## src/rtl/prog_link_pkg.sv

```systemverilog
package prog_link_pkg;

    typedef enum logic [2:0] {
        OP_ENTER  = 3'd0,
        OP_LOAD   = 3'd1,
        OP_COMMIT = 3'd2,
        OP_READ   = 3'd3,
        OP_ERASE  = 3'd4,
        OP_LEAVE  = 3'd5
    } op_e;

    typedef enum logic [2:0] {
        F_ENABLE  = 3'd0,
        F_LOAD_LO = 3'd1,
        F_LOAD_HI = 3'd2,
        F_COMMIT  = 3'd3,
        F_READ    = 3'd4,
        F_ERASE   = 3'd5
    } frame_e;

    localparam logic [7:0] B_ENABLE0   = 8'hAC;
    localparam logic [7:0] B_ENABLE1   = 8'h53;
    localparam logic [7:0] ECHO_BYTE   = 8'h53;
    localparam logic [7:0] B_ERASE1    = 8'h80;
    localparam logic [7:0] B_FL_LD_LO  = 8'h40;
    localparam logic [7:0] B_FL_LD_HI  = 8'h48;
    localparam logic [7:0] B_FL_COMMIT = 8'h4C;
    localparam logic [7:0] B_FL_RD_LO  = 8'h20;
    localparam logic [7:0] B_FL_RD_HI  = 8'h28;
    localparam logic [7:0] B_EE_LD     = 8'hC1;
    localparam logic [7:0] B_EE_COMMIT = 8'hC2;
    localparam logic [7:0] B_EE_RD     = 8'hA0;

endpackage

```

## src/rtl/prog_wait_timer.sv

```systemverilog
module prog_wait_timer #(
    parameter int W = 20
) (
    input  logic         clk,
    input  logic         rst_n,
    input  logic         load,
    input  logic [W-1:0] val,
    output logic         zero
);
    logic [W-1:0] cnt_q, cnt_d;

    always_comb begin
        cnt_d = cnt_q;
        if (load) begin
            cnt_d = val;
        end else if (cnt_q != '0) begin
            cnt_d = cnt_q - 1'b1;
        end
    end

    always_ff @(posedge clk or negedge rst_n) begin
        if (!rst_n) cnt_q <= '0;
        else        cnt_q <= cnt_d;
    end

    assign zero = (cnt_q == '0);

    // an expired hold-off stays expired until reloaded
    assert_hold_expired_R9: assert property (@(posedge clk) disable iff (!rst_n)
        (zero && !load) |=> zero);

endmodule

```

## src/rtl/prog_link_shift.sv

```systemverilog
module prog_link_shift #(
    parameter int HALF_DIV   = 6,
    parameter int FRAME_BITS = 32,
    parameter int RX_BITS    = 16
) (
    input  logic                  clk,
    input  logic                  rst_n,
    input  logic                  go,
    input  logic [FRAME_BITS-1:0] word,
    input  logic                  miso,
    output logic                  sck,
    output logic                  mosi,
    output logic                  busy,
    output logic                  done,
    output logic [RX_BITS-1:0]    rx
);
    localparam int CNT_W = (HALF_DIV > 1) ? $clog2(HALF_DIV) : 1;
    localparam int BIT_W = $clog2(FRAME_BITS);
    localparam logic [CNT_W-1:0] CNT_LAST = CNT_W'(HALF_DIV - 1);
    localparam logic [BIT_W-1:0] BIT_LAST = BIT_W'(FRAME_BITS - 1);

    typedef struct packed {
        logic                  busy;
        logic                  sck;
        logic                  done;
        logic [CNT_W-1:0]      cnt;
        logic [BIT_W-1:0]      bitn;
        logic [FRAME_BITS-1:0] tx;
        logic [RX_BITS-1:0]    rx;
    } sh_t;

    sh_t q, d;

    always_comb begin
        d      = q;
        d.done = 1'b0;
        if (go) begin
            d.busy = 1'b1;
            d.sck  = 1'b0;
            d.cnt  = '0;
            d.bitn = '0;
            d.tx   = word;
        end else if (q.busy) begin
            if (q.cnt == CNT_LAST) begin
                d.cnt = '0;
                if (!q.sck) begin
                    d.sck = 1'b1;
                end else begin
                    d.sck = 1'b0;
                    d.rx  = {q.rx[RX_BITS-2:0], miso};
                    if (q.bitn == BIT_LAST) begin
                        d.busy = 1'b0;
                        d.done = 1'b1;
                    end else begin
                        d.bitn = q.bitn + 1'b1;
                        d.tx   = {q.tx[FRAME_BITS-2:0], 1'b0};
                    end
                end
            end else begin
                d.cnt = q.cnt + 1'b1;
            end
        end
    end

    always_ff @(posedge clk or negedge rst_n) begin
        if (!rst_n) q <= '0;
        else        q <= d;
    end

    assign sck  = q.sck;
    assign mosi = q.busy & q.tx[FRAME_BITS-1];
    assign busy = q.busy;
    assign done = q.done;
    assign rx   = q.rx;

    // data toward the target holds while the clock is high
    assert_mosi_hold_R2: assert property (@(posedge clk) disable iff (!rst_n)
        (q.sck && $past(q.sck)) |-> $stable(mosi));

    // the clock only toggles inside a frame
    assert_sck_in_frame_R2: assert property (@(posedge clk) disable iff (!rst_n)
        $rose(q.sck) |-> q.busy);

endmodule

```

## src/rtl/prog_frame_enc.sv

```systemverilog
module prog_frame_enc
    import prog_link_pkg::*;
#(
    parameter int ADDR_W = 13,
    parameter int PAGE_W = 6
) (
    input  frame_e            sel,
    input  logic              eeprom,
    input  logic              hi_sel,
    input  logic [ADDR_W-1:0] addr,
    input  logic [15:0]       data,
    output logic [31:0]       word
);
    localparam logic [15:0] OFF_MASK = (16'd1 << PAGE_W) - 16'd1;

    logic [15:0] addr16;
    logic [15:0] page16;
    logic [7:0]  offs;
    logic [7:0]  rd_op;

    assign addr16 = 16'(addr);
    assign page16 = addr16 >> PAGE_W;
    assign offs   = 8'(addr16 & OFF_MASK);

    always_comb begin
        if (eeprom)      rd_op = B_EE_RD;
        else if (hi_sel) rd_op = B_FL_RD_HI;
        else             rd_op = B_FL_RD_LO;
    end

    always_comb begin
        case (sel)
            F_ENABLE:  word = {B_ENABLE0, B_ENABLE1, 16'h0000};
            F_LOAD_LO: word = {(eeprom ? B_EE_LD : B_FL_LD_LO), 8'h00, offs, data[7:0]};
            F_LOAD_HI: word = {B_FL_LD_HI, 8'h00, offs, data[15:8]};
            F_COMMIT:  word = {(eeprom ? B_EE_COMMIT : B_FL_COMMIT), 8'h00, page16[7:0], 8'h00};
            F_READ:    word = {rd_op, addr16, 8'h00};
            F_ERASE:   word = {B_ENABLE0, B_ERASE1, 16'h0000};
            default:   word = 32'h0;
        endcase
    end

endmodule

```

## src/rtl/prog_link_master.sv

```systemverilog
module prog_link_master
    import prog_link_pkg::*;
#(
    parameter int HALF_DIV  = 6,
    parameter int RST_CYC   = 8,
    parameter int ENTRY_CYC = 1_000_000,
    parameter int WAIT_FL   = 225_000,
    parameter int WAIT_EE   = 180_000,
    parameter int WAIT_ER   = 450_000,
    parameter int MAX_RETRY = 3,
    parameter int ADDR_W    = 13,
    parameter int PAGE_W    = 6
) (
    input  logic              clk,
    input  logic              rst_n,
    input  logic              req_valid,
    output logic              req_ready,
    input  logic [2:0]        req_op,
    input  logic              req_eeprom,
    input  logic [ADDR_W-1:0] req_addr,
    input  logic [15:0]       req_data,
    output logic              done,
    output logic              err,
    output logic [7:0]        rd_data,
    output logic              tgt_rst,
    output logic              tgt_sck,
    output logic              tgt_mosi,
    input  logic              tgt_miso
);
    localparam int FRAME_BITS = 32;
    localparam int RX_BITS    = 16;
    localparam int M1     = (WAIT_FL > WAIT_EE) ? WAIT_FL : WAIT_EE;
    localparam int M2     = (M1 > WAIT_ER) ? M1 : WAIT_ER;
    localparam int M3     = (M2 > ENTRY_CYC) ? M2 : ENTRY_CYC;
    localparam int MAX_T  = (M3 > RST_CYC) ? M3 : RST_CYC;
    localparam int TMR_W  = $clog2(MAX_T + 1);
    localparam int RW     = (MAX_RETRY > 0) ? $clog2(MAX_RETRY + 1) : 1;
    localparam logic [RW-1:0] RETRY_LIM = RW'(MAX_RETRY);

    typedef enum logic [2:0] {
        S_IDLE   = 3'd0,
        S_PULSE  = 3'd1,
        S_SETTLE = 3'd2,
        S_LAUNCH = 3'd3,
        S_XFER   = 3'd4,
        S_WAIT   = 3'd5,
        S_FAULT  = 3'd6
    } st_e;

    typedef struct packed {
        st_e               st;
        frame_e            frame;
        logic              eeprom;
        logic [ADDR_W-1:0] addr;
        logic [15:0]       data;
        logic [RW-1:0]     retries;
        logic              tgt_rst;
        logic              done;
        logic              err;
        logic [7:0]        rd;
    } ctl_t;

    ctl_t q, d;

    logic             tmr_load;
    logic [TMR_W-1:0] tmr_val;
    logic             tmr_zero;
    logic             xfer_go;
    logic [31:0]      xfer_word;
    logic             xfer_busy;
    logic             xfer_done;
    logic [RX_BITS-1:0] xfer_rx;

    prog_frame_enc #(
        .ADDR_W (ADDR_W),
        .PAGE_W (PAGE_W)
    ) u_enc (
        .sel    (q.frame),
        .eeprom (q.eeprom),
        .hi_sel (q.data[0]),
        .addr   (q.addr),
        .data   (q.data),
        .word   (xfer_word)
    );

    prog_link_shift #(
        .HALF_DIV   (HALF_DIV),
        .FRAME_BITS (FRAME_BITS),
        .RX_BITS    (RX_BITS)
    ) u_shift (
        .clk   (clk),
        .rst_n (rst_n),
        .go    (xfer_go),
        .word  (xfer_word),
        .miso  (tgt_miso),
        .sck   (tgt_sck),
        .mosi  (tgt_mosi),
        .busy  (xfer_busy),
        .done  (xfer_done),
        .rx    (xfer_rx)
    );

    prog_wait_timer #(
        .W (TMR_W)
    ) u_timer (
        .clk   (clk),
        .rst_n (rst_n),
        .load  (tmr_load),
        .val   (tmr_val),
        .zero  (tmr_zero)
    );

    always_comb begin
        d        = q;
        d.done   = 1'b0;
        tmr_load = 1'b0;
        tmr_val  = '0;
        xfer_go  = 1'b0;
        case (q.st)
            S_IDLE: begin
                if (req_valid && !q.err) begin
                    d.eeprom = req_eeprom;
                    d.addr   = req_addr;
                    d.data   = req_data;
                    case (op_e'(req_op))
                        OP_ENTER: begin
                            d.st      = S_PULSE;
                            d.tgt_rst = 1'b1;
                            d.retries = '0;
                            tmr_load  = 1'b1;
                            tmr_val   = TMR_W'(RST_CYC);
                        end
                        OP_LOAD: begin
                            d.frame = F_LOAD_LO;
                            d.st    = S_LAUNCH;
                        end
                        OP_COMMIT: begin
                            d.frame = F_COMMIT;
                            d.st    = S_LAUNCH;
                        end
                        OP_READ: begin
                            d.frame = F_READ;
                            d.st    = S_LAUNCH;
                        end
                        OP_ERASE: begin
                            d.frame = F_ERASE;
                            d.st    = S_LAUNCH;
                        end
                        OP_LEAVE: begin
                            d.tgt_rst = 1'b1;
                            d.done    = 1'b1;
                        end
                        default: d.done = 1'b1;
                    endcase
                end
            end
            S_PULSE: begin
                if (tmr_zero) begin
                    d.tgt_rst = 1'b0;
                    d.st      = S_SETTLE;
                    tmr_load  = 1'b1;
                    tmr_val   = TMR_W'(ENTRY_CYC);
                end
            end
            S_SETTLE: begin
                if (tmr_zero) begin
                    d.frame = F_ENABLE;
                    d.st    = S_LAUNCH;
                end
            end
            S_LAUNCH: begin
                xfer_go = 1'b1;
                d.st    = S_XFER;
            end
            S_XFER: begin
                if (xfer_done) begin
                    case (q.frame)
                        F_ENABLE: begin
                            if (xfer_rx[15:8] == ECHO_BYTE) begin
                                d.done = 1'b1;
                                d.st   = S_IDLE;
                            end else if (q.retries == RETRY_LIM) begin
                                d.err = 1'b1;
                                d.st  = S_FAULT;
                            end else begin
                                d.retries = q.retries + 1'b1;
                                d.tgt_rst = 1'b1;
                                d.st      = S_PULSE;
                                tmr_load  = 1'b1;
                                tmr_val   = TMR_W'(RST_CYC);
                            end
                        end
                        F_LOAD_LO: begin
                            if (q.eeprom) begin
                                d.done = 1'b1;
                                d.st   = S_IDLE;
                            end else begin
                                d.frame = F_LOAD_HI;
                                d.st    = S_LAUNCH;
                            end
                        end
                        F_COMMIT: begin
                            d.st     = S_WAIT;
                            tmr_load = 1'b1;
                            tmr_val  = q.eeprom ? TMR_W'(WAIT_EE) : TMR_W'(WAIT_FL);
                        end
                        F_ERASE: begin
                            d.st     = S_WAIT;
                            tmr_load = 1'b1;
                            tmr_val  = TMR_W'(WAIT_ER);
                        end
                        F_READ: begin
                            d.rd   = xfer_rx[7:0];
                            d.done = 1'b1;
                            d.st   = S_IDLE;
                        end
                        default: begin
                            d.done = 1'b1;
                            d.st   = S_IDLE;
                        end
                    endcase
                end
            end
            S_WAIT: begin
                if (tmr_zero) begin
                    d.done = 1'b1;
                    d.st   = S_IDLE;
                end
            end
            S_FAULT: d.st = S_FAULT;
            default: d.st = S_IDLE;
        endcase
    end

    always_ff @(posedge clk or negedge rst_n) begin
        if (!rst_n) q <= '0;
        else        q <= d;
    end

    assign req_ready = (q.st == S_IDLE) && !q.err;
    assign done      = q.done;
    assign err       = q.err;
    assign rd_data   = q.rd;
    assign tgt_rst   = q.tgt_rst;

    // serial lines stay quiet while the target reset is pulsed
    assert_quiet_in_pulse_R3: assert property (@(posedge clk) disable iff (!rst_n)
        (q.st == S_PULSE) |-> (!tgt_sck && !tgt_mosi && tgt_rst));

    // the link is idle during any write hold-off
    assert_idle_in_wait_R9: assert property (@(posedge clk) disable iff (!rst_n)
        (q.st == S_WAIT) |-> (!xfer_busy && !tgt_sck));

    // the retry count never passes its limit
    assert_retry_bound_R6: assert property (@(posedge clk) disable iff (!rst_n)
        q.retries <= RETRY_LIM);

    // a fault is sticky and blocks new commands
    assert_fault_sticky_R12: assert property (@(posedge clk) disable iff (!rst_n)
        err |=> (err && !req_ready && !done));

endmodule

```

## config.mk

```make
export PLATFORM = sky130hd
export DESIGN_NAME = prog_link_master
export DESIGN_NICKNAME = d
export VERILOG_FILES = /design/src/rtl/prog_link_pkg.sv /design/src/rtl/prog_wait_timer.sv /design/src/rtl/prog_link_shift.sv /design/src/rtl/prog_frame_enc.sv /design/src/rtl/prog_link_master.sv
export SDC_FILE = /design/constraint.sdc
export NUM_CORES = 1
export LEC_CHECK = 0
export BUFFER_PORTS_ARGS = -buffer_cell sky130_fd_sc_hd__buf_2
export CAP_MARGIN = 30
export CORE_MARGIN = 4
export CORE_UTILIZATION = 61
export DETAILED_ROUTE_END_ITERATION = 10
export PLACE_DENSITY = 0.84
export SLEW_MARGIN = 0
export SYNTH_ARGS = -nofsm -noshare
export SYNTH_HDL_FRONTEND = slang
export SYNTH_HIERARCHICAL = 1
export SYNTH_SLANG_ARGS = --single-unit
```

## constraint.sdc

```tcl
create_clock -name clk -period 4.3 [get_ports clk]
set_input_delay 0.86 -clock clk [delete_from_list [all_inputs] [get_ports clk]]
set_output_delay 0.86 -clock clk [all_outputs]
set_load 0.05 [all_outputs]
```

==> results list <==
- Status: completed
* Most frequently used flop master after synthesis: dfrtp_1
* Gpl congestion: slightly below 0.9
- Cts bufs inserted: 17
- In this run, synthesis produced a sequential element count of approximately 130.
* Total number of H-tree levels: 4
- Cell type group with the largest total delay on the critical path: simple AND/OR/NAND/NOR gates
- Std cell rows: 39
- Number of I/O port buffers: 50
- Summed over all failing endpoints, the final setup total negative slack is 0 ns.
* Most frequent cell after synthesis: dfrtp_1
- Die Outline Area: about 14000 sq um
- Clock sink total: approximately 130
- The number of global-route vias before repair came to 5717.
* Largest net degree at the start of global routing: 70
- Cells taking the most area after synthesis: dfrtp_1 (43%), mux2_2 (8.4%), a211o_1 (3.4%), a21oi_1 (3.3%), nand2b_1 (3.2%)
* Number of antenna violations at the first check in global routing: 0
* Fraction of synthesized cell area taken by the top area cell type: approximately 43%
- Clk root buf: clkbuf_16
* Number of enable-type register cells in the synthesized netlist: 0
- Number of nets still failing antenna checks after routing: 0
- Using the TritonRoute via totals, the vias-per-cell ratio works out to between 6 and 7.
* Most common library cells after synthesis: dfrtp_1 (128), mux2_2 (55), a21oi_1 (48)
- Worst vdd ir: 508 uV
- Share of the cycle needed by the critical path after routing: 82.4%
* Share of cells above drive strength 1: 24.1%
- Post-synthesis cell type count: 84
- Slew at the pin closest to its max-slew limit: between 0.8 and 0.9 ns
- Fin crit period: 3.54 ns
- Final routed DRC violation total: 0
- Post-Syn Area: 7370 sq um
- Maximum fanout encountered on the critical timing path: 15
- Final slew viol count: 0
- After detailed routing, the average wire length per cell comes to about 19 microns.
- Total half-perimeter wirelength after legalization and detailed placement: 11100 microns
- Maximum root-to-sink buffer count: 2
- Wire length on met3: 948 microns
* Die height: about 120 microns
- Required arrival time at the worst endpoint: between 4 and 5 ns
- The first routing iteration left 511 violations.
* Number of endpoints failing setup at the final stage: 0
- After technology mapping, the gate count stands at a little over 700.
- Reported max-cap violation count: 0
- Critical path's largest stage delay: between 0.4 and 0.5 ns
- # nets final: 771
* Register-to-Register Setup Slack: 0.76 ns
- The worst setup path is launched from a flip-flop.
- Averaged over all synthesized cells, the footprint is between 10 and 15 sq um.
- 0 antenna diodes ended up in the layout.
- Signal routing reaches up to met4.
* Cell with the largest stage delay on the worst path: nand3b_1
* GR Util All Layers: 24.9%
- Sequential elements use 43.4% of the synthesized area.
* Remaining Overflow, GRT: 0
- For this run, the number of Yosys warnings is 6.
- Static power due to leakage: 3.75 nW
- Maximum frequency from static timing analysis: 0.282 GHz
- Wire length of the first global-routing pass: 28300 microns
- Die extent in x: 118 microns
- Total routed wirelength: around 17000 microns
- Routed metal-1 wire length: 7020 microns
* Count of buffer and inverter cells on the critical path: 3
* Critical path data arrival time: 3.81 ns
* Power density of the placed cells: 703 nW/um^2
* Worst hold path type: flip-flop to flip-flop
* Core Region: roughly 12000 sq um
- Once the floorplan was initialized, standard cells occupied 63.5% of the core.
- The layout has 808 filler cells.
- Traced cell by cell, the critical path runs through inv_1, ha_1, nor4b_1, nand3_1, nor2_1, buf_4, nand3_1, nand3b_1, inv_1, o21ai_0, o21ai_0.
* Count of instances resized after the clock tree is built: 0
* Vias: approximately 5700
- After clock tree synthesis, the clock-pin slew on the worst setup and hold paths is around 0.06 ns.
- Clock tree from TritonCTS: done
- RSZ-0062 raised after global routing: false
- The critical path is of the flip-flop to flip-flop type.
- For this run, asynchronously set or reset flops after synthesis account for between 90% and 100%.
- The synthesized design spends more area on one cell type than any other, namely dfrtp_1.
- DRT Pass-1 Iters: 7
* CTS Hold Buffers Added: 0
- In the detailed route, the total length drawn on met2 is 8540 microns.
- The worst setup path is captured at a flip-flop.
- Setup fix buffers added after clock tree synthesis: 0
- Final clock skew: between 0.008 and 0.009 ns
* Final setup slack of the worst path: 0.757 ns
- In this run the count of I/O pins placed on the die edge is 51.
* Post-placement worst setup slack: 0.867 ns
- Clock Latency Late Sink: 0.42 ns
- Count of endpoints failing hold in the final timing report: 0
- Headroom to the max-slew limit: 40.0%
* Area added between synthesis and finish: 9.62%
==> metal layers <==
layer / global-route usage (%) / vias up
met2: 41.5 / 215
met3: 5.00 / 28
met5: 0 / -
met1: 32.1 / 2839
met4: 9.52 / 0
li1: - / 2631
==> cells in the final DEF (no fill, tap or decap), types with 4 or more instances in the layout <==
cell type    n
a211o_1     29
a2bb2oi_1    4
buf_2       49
bufinv_16    4
ha_1         5
nor2_1      35
a31oi_1      4
and2_1       7
or4_1        8
and3_1       5
conb_1       5
mux2_2      55
nor4_1       4
nor3_1      39
clkbuf_16   17
o31ai_1     13
a22oi_1     13
nor2b_1      7
nand2_1     46
dfrtp_1    128
o21ai_0     14
o41ai_1      4
xor2_1       8
inv_1       14
o221ai_1     7
mux2i_1     11
a21oi_1     48
or3_1        5
buf_4       12
xnor2_1      4
nand3_1     14
nand2b_1    38
==> cell type report <==
cell class | instances | area, sq um | area share (%)
tap | 143 | 179 | 2.21
timing repair buffer | 62 | 350 | 4.34
clock inverter | 12 | 180 | 2.23
inverter | 14 | 52.6 | 0.650
clock buffer | 20 | 467 | 5.77
sequential | 128 | 3200 | 39.6
multi-input combinational | 506 | 3650 | 45.2
==> sequential cells by signal, indices dropped and copies added, names as in the netlist <==
name / cells
done: 1
err: 1
q: 38
rd_data: 8
tgt_rst: 1
u_shift/busy: 1
u_shift/done: 1
u_shift/q: 40
u_shift/rx: 16
u_shift/sck: 1
u_timer/cnt_q: 20
==> where the power goes <==
| part | internal [W] | switching [W] |
|---|---|---|
| clock | 0.00102 | 0.000536 |
| sequential | 0.00161 | 0.000433 |
| combinational | 0.000927 | 0.00115 |
==> cells by family (layout without fill, tap and decap cells) <==
family,after synthesis,in the layout,share of synthesized area (%)
muxes,70,70,10.6
other,2,5,0.102
AOI/OAI and AO/OA,170,170,17.0
adders and majority gates,6,6,0.984
and+or+nand+nor,243,243,19.2
buffers and inverters,93,108,7.25
xor gates and xnor gates,12,12,1.43
DFF,128,128,43.4
==> final timing paths <==
kind	end	start	depth (start not counted)
max	u_timer/cnt_q[12]$_DFFE_PN0P_	u_timer/cnt_q[0]$_DFFE_PN0P_	11
min	rd_data[7]$_DFFE_PN0P_	rd_data[7]$_DFFE_PN0P_	1
max reg2reg	u_timer/cnt_q[12]$_DFFE_PN0P_	u_timer/cnt_q[0]$_DFFE_PN0P_	11
min reg2reg	rd_data[7]$_DFFE_PN0P_	rd_data[7]$_DFFE_PN0P_	1
max in group asynchronous	u_shift/rx[2]$_DFFE_PN0P_	rst_n	2
min in group asynchronous	q[48]$_DFFE_PN0P_	rst_n	1
==> per-stage QoR <==
stage	utilization, %	instance area (sq um)	total power [W]	std cells	hold slack [ns]
2_1_floorplan	-	7380	0.00366	727	0.459
6_report	69.6	8080	0.00568	885	0.497
3_3_place_gp	63.9	7420	0.00397	852	0.472
5_1_grt	69.6	8080	0.00602	885	0.508
3_5_place_dp	64.0	7430	0.00409	853	0.487
4_1_cts	69.6	8080	0.00568	885	0.499
No activity file was read; power rests on OpenSTA's default activity.
